**src/rtl/efr_pkg.sv**
```systemverilog
package efr_pkg;
  localparam int unsigned DW = 8;
  localparam int unsigned UNLOCK_BIT = 4;
  localparam int unsigned SPC_EN_BIT = 5;
  localparam logic [DW-1:0] IER_LOCK_MASK = 8'hF0;
  localparam logic [DW-1:0] FCR_LOCK_MASK = 8'h30;
  localparam logic [DW-1:0] MCR_LOCK_MASK = 8'hE0;
endpackage

```
**src/rtl/ctl_reg.sv**
```systemverilog
module ctl_reg #(
  parameter int unsigned W = 8
) (
  input  logic         clk,
  input  logic         rst_n,
  input  logic         wr,
  input  logic [W-1:0] wdata,
  output logic [W-1:0] q
);
  logic [W-1:0] q_nxt;

  always_comb begin
    q_nxt = q;
    if (wr) q_nxt = wdata;
  end

  always_ff @(posedge clk or negedge rst_n) begin
    if (!rst_n) q <= '0;
    else        q <= q_nxt;
  end

  a_r2_load: assert property (@(posedge clk) disable iff (!rst_n)
    wr |=> (q == $past(wdata)));
  a_r2_hold: assert property (@(posedge clk) disable iff (!rst_n)
    !wr |=> $stable(q));
endmodule

```
**src/rtl/wr_guard.sv**
```systemverilog
module wr_guard #(
  parameter int unsigned    W    = 8,
  parameter logic [W-1:0]   MASK = '0
) (
  input  logic         unlock,
  input  logic         wr_req,
  input  logic [W-1:0] wdata_req,
  input  logic [W-1:0] cur,
  output logic         wr,
  output logic [W-1:0] wdata
);
  always_comb begin
    wr = wr_req;
    if (unlock) wdata = wdata_req;
    else        wdata = (wdata_req & ~MASK) | (cur & MASK);
  end

  always_comb begin
    if (!unlock) a_r3_locked: assert ((wdata & MASK) == (cur & MASK));
    a_r5_free_bits: assert ((wdata & ~MASK) == (wdata_req & ~MASK));
  end
endmodule

```
**src/rtl/spc_detect.sv**
```systemverilog
module spc_detect #(
  parameter int unsigned W = 8
) (
  input  logic         clk,
  input  logic         rst_n,
  input  logic         det_en,
  input  logic [W-1:0] cmp,
  input  logic         rx_valid,
  input  logic [W-1:0] rx_data,
  input  logic         iir_rd,
  output logic         push,
  output logic [W-1:0] push_data,
  output logic         flag
);
  logic         hit;
  logic         push_nxt;
  logic [W-1:0] push_data_nxt;
  logic         flag_nxt;

  always_comb begin
    hit           = rx_valid && det_en && (rx_data == cmp);
    push_nxt      = rx_valid;
    push_data_nxt = push_data;
    if (rx_valid) push_data_nxt = rx_data;
    flag_nxt = flag;
    if (iir_rd) flag_nxt = 1'b0;
    if (hit)    flag_nxt = 1'b1;
  end

  always_ff @(posedge clk or negedge rst_n) begin
    if (!rst_n) begin
      push      <= 1'b0;
      push_data <= '0;
      flag      <= 1'b0;
    end else begin
      push      <= push_nxt;
      push_data <= push_data_nxt;
      flag      <= flag_nxt;
    end
  end

  a_r6_push_follows: assert property (@(posedge clk) disable iff (!rst_n)
    rx_valid |=> (push && push_data == $past(rx_data)));
  a_r6_no_spurious: assert property (@(posedge clk) disable iff (!rst_n)
    !rx_valid |=> !push);
  a_r7_match_sets: assert property (@(posedge clk) disable iff (!rst_n)
    (rx_valid && det_en && rx_data == cmp) |=> flag);
  a_r8_no_cause: assert property (@(posedge clk) disable iff (!rst_n)
    (!flag && !(rx_valid && det_en)) |=> !flag);
  a_r9_sticky: assert property (@(posedge clk) disable iff (!rst_n)
    (flag && !iir_rd) |=> flag);
endmodule

```
**src/rtl/enh_feature_ctrl.sv**
```systemverilog
module enh_feature_ctrl
  import efr_pkg::*;
(
  input  logic          clk,
  input  logic          rst_n,
  input  logic          efr_wr,
  input  logic [DW-1:0] efr_wdata,
  output logic [DW-1:0] efr_q,
  input  logic          cmp_wr,
  input  logic [DW-1:0] cmp_wdata,
  input  logic          ier_wr_req,
  input  logic [DW-1:0] ier_wdata_req,
  input  logic [DW-1:0] ier_cur,
  output logic          ier_wr,
  output logic [DW-1:0] ier_wdata,
  input  logic          fcr_wr_req,
  input  logic [DW-1:0] fcr_wdata_req,
  input  logic [DW-1:0] fcr_cur,
  output logic          fcr_wr,
  output logic [DW-1:0] fcr_wdata,
  input  logic          mcr_wr_req,
  input  logic [DW-1:0] mcr_wdata_req,
  input  logic [DW-1:0] mcr_cur,
  output logic          mcr_wr,
  output logic [DW-1:0] mcr_wdata,
  input  logic          rx_valid,
  input  logic [DW-1:0] rx_data,
  input  logic          iir_rd,
  output logic          fifo_push,
  output logic [DW-1:0] fifo_data,
  output logic          spc_flag
);
  localparam int unsigned NGUARD = 3;

  logic [1:0]    rst_sync;
  logic          rst_s_n;
  logic [DW-1:0] cmp_q;
  logic          unlock;

  always_ff @(posedge clk or negedge rst_n) begin
    if (!rst_n) rst_sync <= 2'b00;
    else        rst_sync <= {rst_sync[0], 1'b1};
  end
  assign rst_s_n = rst_sync[1];

  ctl_reg #(.W(DW)) u_efr (
    .clk(clk), .rst_n(rst_s_n), .wr(efr_wr), .wdata(efr_wdata), .q(efr_q)
  );

  ctl_reg #(.W(DW)) u_cmp (
    .clk(clk), .rst_n(rst_s_n), .wr(cmp_wr), .wdata(cmp_wdata), .q(cmp_q)
  );

  assign unlock = efr_q[UNLOCK_BIT];

  logic [NGUARD-1:0]         g_req, g_wr;
  logic [NGUARD-1:0][DW-1:0] g_wdreq, g_cur, g_wd;

  assign g_req   = {mcr_wr_req, fcr_wr_req, ier_wr_req};
  assign g_wdreq = {mcr_wdata_req, fcr_wdata_req, ier_wdata_req};
  assign g_cur   = {mcr_cur, fcr_cur, ier_cur};

  localparam logic [NGUARD-1:0][DW-1:0] GMASK = {MCR_LOCK_MASK, FCR_LOCK_MASK, IER_LOCK_MASK};

  for (genvar g = 0; g < NGUARD; g++) begin : g_guard
    wr_guard #(.W(DW), .MASK(GMASK[g])) u_guard (
      .unlock(unlock), .wr_req(g_req[g]), .wdata_req(g_wdreq[g]),
      .cur(g_cur[g]), .wr(g_wr[g]), .wdata(g_wd[g])
    );
  end

  assign {mcr_wr, fcr_wr, ier_wr}          = g_wr;
  assign {mcr_wdata, fcr_wdata, ier_wdata} = g_wd;

  spc_detect #(.W(DW)) u_spc (
    .clk(clk), .rst_n(rst_s_n), .det_en(efr_q[SPC_EN_BIT]), .cmp(cmp_q),
    .rx_valid(rx_valid), .rx_data(rx_data), .iir_rd(iir_rd),
    .push(fifo_push), .push_data(fifo_data), .flag(spc_flag)
  );

  always_comb begin
    a_r5_strobes: assert (ier_wr == ier_wr_req && fcr_wr == fcr_wr_req && mcr_wr == mcr_wr_req);
    if (unlock) a_r4_open: assert (ier_wdata == ier_wdata_req && mcr_wdata == mcr_wdata_req);
  end

  a_r1_reset_state: assert property (@(posedge clk)
    !rst_s_n |=> (efr_q == '0 || !rst_s_n));
endmodule

```
**config.mk**
```make
export PLATFORM = sky130hd
export DESIGN_NAME = enh_feature_ctrl
export DESIGN_NICKNAME = d
export VERILOG_FILES = /design/src/rtl/efr_pkg.sv /design/src/rtl/ctl_reg.sv /design/src/rtl/wr_guard.sv /design/src/rtl/spc_detect.sv /design/src/rtl/enh_feature_ctrl.sv
export SDC_FILE = /design/constraint.sdc
export NUM_CORES = 1
export LEC_CHECK = 0
export ABC_AREA = 1
export BUFFER_PORTS_ARGS = -buffer_cell sky130_fd_sc_hd__buf_2
export CORE_MARGIN = 2
export CORE_UTILIZATION = 40
export CTS_CLUSTER_DIAMETER = 40
export DETAILED_ROUTE_END_ITERATION = 6
export GPL_ROUTABILITY_DRIVEN = 0
export PLACE_DENSITY = 0.86
export SLEW_MARGIN = 10
export SYNTH_ARGS = -nofsm -noshare
export SYNTH_HDL_FRONTEND = slang
export SYNTH_HIERARCHICAL = 1
export SYNTH_SLANG_ARGS = --single-unit
```
**constraint.sdc**
```tcl
create_clock -name clk -period 1.8 [get_ports clk]
set_input_delay 0.27 -clock clk [delete_from_list [all_inputs] [get_ports clk]]
set_output_delay 0.27 -clock clk [all_outputs]
set_load 0.01 [all_outputs]
```
# --- After elaboration in Yosys (flattened, before gate mapping) ---
# Cells that the tools add are included.
totals:
  reg_bits: 28
  latchBits: 0
  ram_bits: 0
  romBits: 0
  inputBits: 81
  out_inout_bits: 45
  n_memories: 0
classes:
  n_addsub: 0
  n_mul: 0
  div_mod_pow: 0
  n_lt_le_gt_ge: 0
  eq_ne: 1
  shift: 0
  muxes: 5
  bitwise_logic: 3
  n_reduce_logical: 3
op_table:
  columns: ["operator", "count"]
  rows:
  - ["$mux W8", 3]
  - ["$eq A8 B8 Y1", 1]
  - ["$or A4 B8 Y8", 1]
  - ["$or A5 B8 Y8", 1]
  - ["$or A8 B6 Y8", 1]
  - ["$logic_and A1 B1 Y1", 2]
  - ["$mux W1", 2]
  - ["$reduce_bool A2 Y1", 1]

# --- Depth between registers and ports, before layout ---
# Gate-level depths: netlist of run 1.
depth:
  depth_word: 3
  ltp_mapped: 8

# --- Modules after synthesis ---
# Netlist of run 1, hierarchy kept.
by_module_without_submodules:
  columns: ["module", "n_inst", "cells_each", "area_per_inst_um2"]
  rows:
  - ["ctl_reg", 2, 34, 305.3]
  - ["spc_detect", 1, 63, 494.2]
  - ["wr_guard at g_guard[0].u_guard", 1, 18, 86.3]
  - ["wr_guard at g_guard[2].u_guard", 1, 16, 82.6]
  - ["wr_guard at g_guard[1].u_guard", 1, 14, 78.8]
  - ["enh_feature_ctrl", 1, 3, 53.8]

# --- Worst setup path after synthesis of run 1 ---
# OpenSTA, ideal clock, no wires.
synth_path:
  path_kind: "register -> output"
  from: "register u_efr.q[4]"
  to: "output fcr_wdata[4]"
  arrival_ps: 805
  t_required_ps: 1530
  setup_slack_ps: 725
  stages_incl_launch_ff: 4
  path_buffers: 0
  cell_sequence: "dfrtp_1 > inv_1 > nand2_1 > nand2_1"
synth_between:
  elab_chain_cells: 1
synth_rtl:
  columns: ["element", "line_no", "rtl"]
  rows:
  - ["start: declaration", "ctl_reg.sv:8", "output logic [W-1:0] q"]
  - ["start signal: assignment", "ctl_reg.sv:19", "else q <= q_nxt;"]
  - ["$mux W8", "wr_guard.sv:14", "if (unlock) wdata = wdata_req;"]
  - ["end: declaration", "enh_feature_ctrl.sv:20", "output logic [DW-1:0] fcr_wdata,"]
# No other way between the ends.

# --- Worst setup path in the final report of run 1 ---
layout_path:
  from: "register u_efr.q[4]"
  to: "output fcr_wdata[5]"
# Same word-level chain as after synthesis.

==> flow_metrics.tcl, run 1 <==
set metrics [dict create \
    syn_avg_cell_area_um2 7.73 \
    diodes 0 \
    cp.arrival_ps 1330 \
    leakage_nw 1.05 \
    fin_util 0.513 \
    fmax_mhz 626 \
    p_sw_w 0.000359 \
    cts_buffers 3 \
    r2r_end "u_spc/flag" \
    place_inst 282 \
    initial_core_util 0.418 \
    tns_ps 0 \
    multi_input_area_um2 487 \
    ant_nets 0 \
    coreArea_mm2 0.00336 \
    area_delta_synth_final_pct 22.7 \
    wl_met3_um 129 \
    yosys_warnings 6 \
    dr.pass1.iters 4 \
    reg2reg_depth 8 \
    fin_crit_ps 1600 \
    nets 323 \
    die_w_um 63.3 \
    hold_violations 0 \
    synth-seq-cells 28 \
    grt_start_max_net_pins 19 \
    min_from "cmp_wdata[4]" \
    clkTransAtPathRegs_ps 150 \
    rows 21 \
    die_h_um 63.3 \
    top_layer "met4" \
    grt_overflow 0 \
    synth.cell_area_mm2 0.00141 \
    design.die.area_mm2 0.00401 \
    drv_slew 0 \
    pwr-share-comb 0.209 \
    reg2reg_from "u_cmp/q[1]" \
    post-route-period-util 0.888 \
    vdd_drop_max_uv 545 \
    crit_path_max_fanout 14 \
    intPower_w 0.000929 \
    drive_above_1_share 0.357 \
    critPathKind "flop to primary output" \
    seq_power_share 0.559 \
    wl_met2_um 1460 \
    drcViolationCount 0 \
    min_path_cells 3 \
    crit_path_end_kind "primary output" \
    cts.htree.levels 1 \
    grt_usage 0.144 \
    port_buffers 74 \
    wl_per_cell_um 10.1 \
    setup_viol 0 \
    ctsResizeCount 0 \
    clk_path_buf_depth 2 \
    outcome "finished clean" \
    wl_met1_um 1270 \
    yosysSeqAreaShare 0.498 \
    clock_sinks 28 \
    rsz0062_at_grt "false" \
    pwr_density_cell_mw_per_mm2 747 \
    ios 126 \
    vias 1215 \
    synthesis.nets 263 \
    cts_tree "done" \
    switching_share 0.279 \
    wl_um 2890 \
    clock_skew_ps 8.41 \
    ys_types 15 \
    clkPwrFrac 0.232 \
    required_ps 1530 \
    cts-root-buf "clkbuf_4" \
    grt_pass1_wl_um 4600 \
    area.sequential_um2 701 \
    reg2reg_slack_ps 850 \
    start_kind "flop" \
    cap_violations 0 \
    post-dp-hpwl_um 2320 \
    clock_latency_ps 320 \
    hp-class "input port to flop" \
    postSynthCellCount 182 \
    grt_antenna_before_repair 0 \
    first_global_vias 1131 \
    power_w 0.00129 \
    via_per_inst 4.23 \
    first_iter_violations 38 \
    fillers 374 \
    fin_cells 287 \
    holdPathEnd "u_cmp/q[4]" \
]
[routing by layer]
metal | up-vias | GRT usage
li1 | 642 | -
met2 | 29 | 0.246
met1 | 542 | 0.171
met5 | - | 0
met3 | 2 | 0.0286
met4 | 0 | 0.0734
[cells by family after synthesis]
family	Yosys count	synth area share
compound gates	8	0.0302
xor+xnor	2	0.0125
buf+inv	36	0.156
flops	28	0.498
mux	2	0.0160
other cells	1	0.00267
simple gates	105	0.285
[flip-flops by register name (all words and copies together) (netlist names)]
name / flops
rst_sync: 2
u_cmp/q: 8
u_spc/push_data: 8
u_spc/flag: 1
u_spc/push: 1
u_efr/q: 8
[layout make-up]
| class | instances | area share |
|---|---|---|
| clock buffers | 4 | 0.0210 |
| inverters | 15 | 0.0326 |
| multi-input cells | 118 | 0.282 |
| flip-flops and latches | 28 | 0.406 |
| well taps | 46 | 0.0334 |
| repair buffers | 76 | 0.225 |
[cell usage after synthesis]
master	n	area, um^2
buf_4	18	135
inv_1	11	41.3
xnor2_1	2	17.5
o21bai_1	1	7.51
nor3_2	1	10.0
dfrtp_1	28	701
a21oi_1	6	30.0
buf_2	1	5.00
inv_2	4	15.0
o21ai_0	1	5.00
buf_6	2	22.5
nand2_1	94	353
conb_1	1	3.75
nor2_1	10	37.5
mux2_2	2	22.5
[what timing repair did]
item                      4_1_cts  5_1_grt
hold buffers                    1        0
hold endpoints to repair        2        0
buffers inserted                0        0
[power groups by stage]
stage	Combinational (W)	Clock (W)	Sequential, W
2_1_floorplan	0.000165	0	0.000749
3_3_place_gp	0.000264	0	0.000731
3_5_place_dp	0.000271	0	0.000733
4_1_cts	0.000273	0.000311	0.000721
5_1_grt	0.000305	0.000335	0.000729
6_report	0.000269	0.000299	0.000720
[through the flow]
stage	setup slack [ps]	hold slack (ps)	cell area [um^2]
final	202	136	1730
after global routing	32.2	122	1730
after CTS	195	127	1730
after detailed placement	579	58.4	1680
after global placement	595	56.3	1680
after floorplan	725	-25.6	1410
[worst max path at each step]
stage | startpoint | endpoint | slack [ps]
3_5_place_dp | u_efr/q[4] | fcr_wdata[5] | 580
4_1_cts | u_efr/q[4] | fcr_wdata[5] | 190
6_report | u_efr/q[4] | fcr_wdata[5] | 200
5_1_grt | u_efr/q[4] | fcr_wdata[5] | 30
3_3_place_gp | u_efr/q[4] | fcr_wdata[5] | 590
2_1_floorplan | u_efr/q[4] | fcr_wdata[4] | 730
[worst max-delay path: stages (launching register included)]
cell     delay, ps
dfrtp_1        640
inv_1          110
nand2_1         80
nand2_1         40
buf_2          130
[layout by cell type (no fill, tap or decap)]
master / instances
clkbuf_4: 3
inv_2: 4
nand2_1: 94
nor3_2: 1
conb_1: 1
buf_4: 1
o21bai_1: 1
buf_2: 74
xnor2_1: 2
dfrtp_1: 28
dlygate4sd3_1: 1
clkbuf_8: 1
nor2_1: 10
inv_1: 11
mux2_2: 2
a21oi_1: 6
o21ai_0: 1
No activity file was read; power rests on OpenSTA's default activity.
==> run 2: changes to the inputs <==
--- a/config.mk
+++ b/config.mk
@@ -8,11 +8,11 @@
 export ABC_AREA = 1
 export BUFFER_PORTS_ARGS = -buffer_cell sky130_fd_sc_hd__buf_2
 export CORE_MARGIN = 2
-export CORE_UTILIZATION = 40
+export CORE_UTILIZATION = 37
 export CTS_CLUSTER_DIAMETER = 40
 export DETAILED_ROUTE_END_ITERATION = 6
 export GPL_ROUTABILITY_DRIVEN = 0
-export PLACE_DENSITY = 0.86
+export PLACE_DENSITY = 0.8
 export SLEW_MARGIN = 10
 export SYNTH_ARGS = -nofsm -noshare
 export SYNTH_HDL_FRONTEND = slang
==> constraint.sdc (replaced) <==
create_clock -name clk -period 1.66 [get_ports clk]
set_input_delay 0.249 -clock clk [delete_from_list [all_inputs] [get_ports clk]]
set_output_delay 0.249 -clock clk [all_outputs]
set_load 0.01 [all_outputs]
==> run 2 against run 1 <==
Effect of this change:
- global-route usage is 0.75 points lower
- clock power is 36% higher
- combinational power is 8.2% higher
- clock-buffer cell count stayed put
- first-iteration DRC count is 55% lower
- sequential share of layout area is 0.78 points lower
==> flow_metrics.tcl, run 2 (synthesis results as in run 1) <==
set metrics [dict create \
    grt_pass1_wl_um 4630 \
    clkPwrFrac 0.274 \
    drv_slew 0 \
    grt_overflow 0 \
    first_global_vias 1128 \
    cap_violations 0 \
    cts_tree "done" \
    cts-root-buf "clkbuf_8" \
    post-dp-hpwl_um 2310 \
    ant_nets 0 \
    coreArea_mm2 0.00366 \
    nets 323 \
    die_w_um 65.7 \
    via_per_inst 4.22 \
    outcome "finished clean" \
    grt_usage 0.136 \
    grt_start_max_net_pins 17 \
    hp-class "input port to flop" \
    post-cts-setup-buffer-count 0 \
    drcViolationCount 0 \
    crit_path_end_kind "primary output" \
    vias 1220 \
    clkTransAtPathRegs_ps 90 \
    fillers 392 \
    cts.htree.levels 1 \
    cp.arrival_ps 1230 \
    clock_latency_ps 260 \
    fin_crit_ps 1470 \
    clock_skew_ps 2.84 \
    fmax_mhz 678 \
    diodes 0 \
    dp_slack_ps 486 \
    drive_above_1_share 0.357 \
    slew_headroom 0.642 \
    wl_um 2850 \
    dr.pass1.iters 4 \
    initial_core_util 0.384 \
    pwr_density_cell_mw_per_mm2 842 \
    fin_util 0.481 \
    top_regs "u_cmp/q (8), u_efr/q (8), u_spc/push_data (8)" \
    post-route-period-util 0.888 \
    clock_sinks 28 \
    grt_antenna_before_repair 0 \
    switching_share 0.266 \
    start_kind "flop" \
    pwr-share-comb 0.196 \
    place_inst 284 \
    crit_path_max_fanout 14 \
    design.die.area_mm2 0.00431 \
    worst_pin_slew_ps 537 \
    area_delta_synth_final_pct 25.1 \
    first_iter_violations 17 \
    final.setup.worst_slack_ps 186 \
    hold_violations 0 \
    rows 22 \
    layout_commonest_cell "nand2_1" \
    ios 126 \
    fin_cells 289 \
    clk_path_buf_depth 2 \
    wl_per_cell_um 9.87 \
    leakage_nw 1.06 \
    ctsResizeCount 0 \
    vdd_drop_max_uv 512 \
    port_buffers 74 \
    die_h_um 65.7 \
    rsz0062_at_grt "false" \
    intPower_w 0.00109 \
    tns_ps 0 \
    holdWs_ps 174 \
    cts_buffers 3 \
    setup_viol 0 \
    seq_power_share 0.530 \
    critPathKind "flop to primary output" \
    p_sw_w 0.000393 \
    required_ps 1410 \
    final_cell_mix "94 x nand2_1, 74 x buf_2, 28 x dfrtp_1" \
]
## run 2: worst max-delay path: stages, from the launching register on
cell and delay [ps]:
dfrtp_1 600, inv_1 110, nand2_1 70, nand2_1 40, buf_2 130
## run 2: cell type report
class,count,area [um^2],area share
inverter,15,56.3,0.0320
multi-input combinational,118,487,0.277
tap,48,60.1,0.0341
timing repair buffer,76,400,0.228
sequential,28,701,0.398
clock buffer,4,55.1,0.0313
## run 2: stage by stage
step / cell area, um^2 / total power (W)
2_1_floorplan: 1410 / 0.000991
3_3_place_gp: 1690 / 0.00108
3_5_place_dp: 1690 / 0.00109
4_1_cts: 1760 / 0.00150
5_1_grt: 1760 / 0.00159
6_report: 1760 / 0.00148
## run 2: power by group through the flow
stage / clock, W / combinational (W) / sequential (W)
final: 0.000406 / 0.000291 / 0.000784
after global routing: 0.000456 / 0.000335 / 0.000795
after CTS: 0.000422 / 0.000296 / 0.000785
after detailed placement: 0 / 0.000294 / 0.000798
after global placement: 0 / 0.000287 / 0.000796
after floorplan: 0 / 0.000178 / 0.000813
## run 2: worst paths after layout
path,to,start,depth (start not counted),slack [ps]
worst max-delay path,fcr_wdata[5],u_efr/q[4],4,190
worst min register to register,u_spc/push_data[2],rst_sync[1],0,220
min in group asynchronous,u_spc/push_data[2],rst_sync[1],0,220
worst min-delay path,u_efr/q[1],efr_wdata[1],3,170
worst max register to register,u_spc/flag,u_cmp/q[3],7,710
max in group asynchronous,u_spc/push_data[0],rst_sync[1],1,980
## run 2: metal layers
metal / vias to the layer above / GRT usage / part of all wire
li1: 640 / - / -
met1: 530 / 0.160 / 0.41
met2: 44 / 0.246 / 0.50
met3: 6 / 0.0154 / 0.076
met4: 0 / 0.0599 / 0.012
met5: - / 0 / 0
## run 2: timing repair
action / in CTS / in global routing
hold endpoints to repair: 2 / 0
hold buffers: 1 / 0
endpoints found under the setup margin: 0 / 0
==> run 3: changes to the inputs <==
--- a/config.mk
+++ b/config.mk
@@ -6,13 +6,15 @@
 export NUM_CORES = 1
 export LEC_CHECK = 0
 export ABC_AREA = 1
-export BUFFER_PORTS_ARGS = -buffer_cell sky130_fd_sc_hd__buf_2
+export CELL_PAD_IN_SITES_DETAIL_PLACEMENT = 1
+export CELL_PAD_IN_SITES_GLOBAL_PLACEMENT = 1
 export CORE_MARGIN = 2
-export CORE_UTILIZATION = 37
+export CORE_UTILIZATION = 39
 export CTS_CLUSTER_DIAMETER = 40
 export DETAILED_ROUTE_END_ITERATION = 6
+export DONT_BUFFER_PORTS = 1
 export GPL_ROUTABILITY_DRIVEN = 0
-export PLACE_DENSITY = 0.8
+export PLACE_DENSITY = 0.77
 export SLEW_MARGIN = 10
 export SYNTH_ARGS = -nofsm -noshare
 export SYNTH_HDL_FRONTEND = slang
==> run 3 against run 2 <==
Effect of this change:
- via count is 16% lower
- final area down 21%
- worst setup slack lost 70 ps
- non-clock buffer count shrank 72
- global-route usage grew 1.9 points
- core utilization shrank 7.0 points
- sequential power increased by 2.9%
==> flow_metrics.tcl, run 3 (synthesis results as in run 1) <==
set metrics [dict create \
    nets 251 \
    ctsResizeCount 0 \
    layout_commonest_cell "nand2_1" \
    dp_slack_ps 478 \
    grt_pass1_wl_um 4940 \
    clock_skew_ps 6.73 \
    die_h_um 64.1 \
    first_global_vias 1050 \
    reg2reg_depth 7 \
    port_buffers 0 \
    drcViolationCount 0 \
    vdd_drop_max_uv 541 \
    post-cts-setup-buffer-count 0 \
    hold_violations 0 \
    reg2reg_from "u_cmp/q[3]" \
    top_regs "u_cmp/q (8), u_efr/q (8), u_spc/push_data (8)" \
    grt_antenna_before_repair 0 \
    leakage_nw 0.767 \
    fmax_mhz 648 \
    min_path_cells 2 \
    first_iter_violations 13 \
    pwr_density_cell_mw_per_mm2 1010 \
    initial_core_util 0.415 \
    coreArea_mm2 0.00339 \
    post-dp-hpwl_um 2590 \
    r2r_end "u_spc/flag" \
    clkTransAtPathRegs_ps 150 \
    slew_headroom 0.657 \
    die_w_um 64.1 \
    drive_above_1_share 0.0710 \
    cts_tree "done" \
    holdWs_ps 27.0 \
    setup_viol 0 \
    min_from "cmp_wr" \
    clock_sinks 28 \
    ant_nets 0 \
    start_kind "flop" \
    rsz0062_at_grt "false" \
    design.die.area_mm2 0.00410 \
    cap_violations 0 \
    grt_start_max_net_pins 27 \
    rows 21 \
    clock_latency_ps 320 \
    required_ps 1410 \
    area_delta_synth_final_pct -1.07 \
    cts_buffers 3 \
    grt_usage 0.155 \
    reg2reg_slack_ps 680 \
    wl_um 3200 \
    tns_ps 0 \
    grt_overflow 0 \
    outcome "finished clean" \
    hp-class "input port to flop" \
    ios 126 \
    critPathKind "flop to primary output" \
    worst_pin_slew_ps 514 \
    cp.arrival_ps 1290 \
    fin_crit_ps 1540 \
    post-route-period-util 0.930 \
    via_per_inst 4.78 \
    clk_path_buf_depth 2 \
    diodes 0 \
    crit_path_end_kind "primary output" \
    holdPathEnd "u_cmp/q[3]" \
    final_cell_mix "94 x nand2_1, 28 x dfrtp_1, 11 x inv_1" \
    wl_per_cell_um 14.9 \
    drv_slew 0 \
    cts.htree.levels 1 \
    dr.pass1.iters 3 \
    crit_path_max_fanout 14 \
    final.setup.worst_slack_ps 116 \
    vias 1027 \
    cts-root-buf "clkbuf_4" \
    startpoint "u_efr/q[4]" \
]
run 3: critical path: stages (launching register included):
cell and delay, ps:
dfrtp_1 690, inv_1 120, nand2_1 80, nand2_1 90
run 3: final cells by class:
| cell class | instances | area (um^2) |
|---|---|---|
| fillers | 440 | 2000 |
| well taps | 46 | 57.6 |
| clock buffers | 3 | 22.5 |
| flip-flops and latches | 28 | 701 |
| inverters | 15 | 56.3 |
| multi-input cells | 118 | 487 |
| clock inverters | 1 | 30.0 |
| repair buffers | 4 | 37.5 |
run 3: routing by layer:
| layer | vias to the layer above | track usage | routed length (um) | part of all wire |
|---|---|---|---|---|
| met5 | - | 0 | 0 | 0 |
| met4 | 0 | 0.0598 | 59 | 0.018 |
| met3 | 12 | 0.0511 | 292 | 0.091 |
| met2 | 44 | 0.288 | 1700 | 0.53 |
| met1 | 476 | 0.159 | 1140 | 0.36 |
| li1 | 495 | - | - | - |
run 3: worst max-delay path by stage:
stage                   endpoint
finish              fcr_wdata[4]
global route        ier_wdata[6]
CTS                 fcr_wdata[4]
detailed placement  fcr_wdata[4]
global placement    fcr_wdata[4]
floorplan           fcr_wdata[4]
run 3: repair_timing:
| item | CTS | global route |
|---|---|---|
| setup endpoints to repair | 0 | 0 |
| hold buffers | 2 | 1 |
| endpoints found under the hold margin | 9 | 1 |
run 3: per-stage QoR:
| step | cells | utilization | area, um^2 | total power [W] |
|---|---|---|---|---|
| global route | 215 | 0.410 | 1390 | 0.00149 |
| CTS | 214 | 0.408 | 1380 | 0.00143 |
| finish | 215 | 0.410 | 1390 | 0.00141 |
| floorplan | 182 | - | 1410 | 0.000991 |
| global placement | 208 | 0.386 | 1310 | 0.000968 |
| detailed placement | 208 | 0.386 | 1310 | 0.000986 |
run 3: power breakdown:
| part | switching, W | internal (W) |
|---|---|---|
| combinational | 0.000105 | 0.0000622 |
| sequential | 0.0000689 | 0.000738 |
| clock | 0.000192 | 0.000244 |
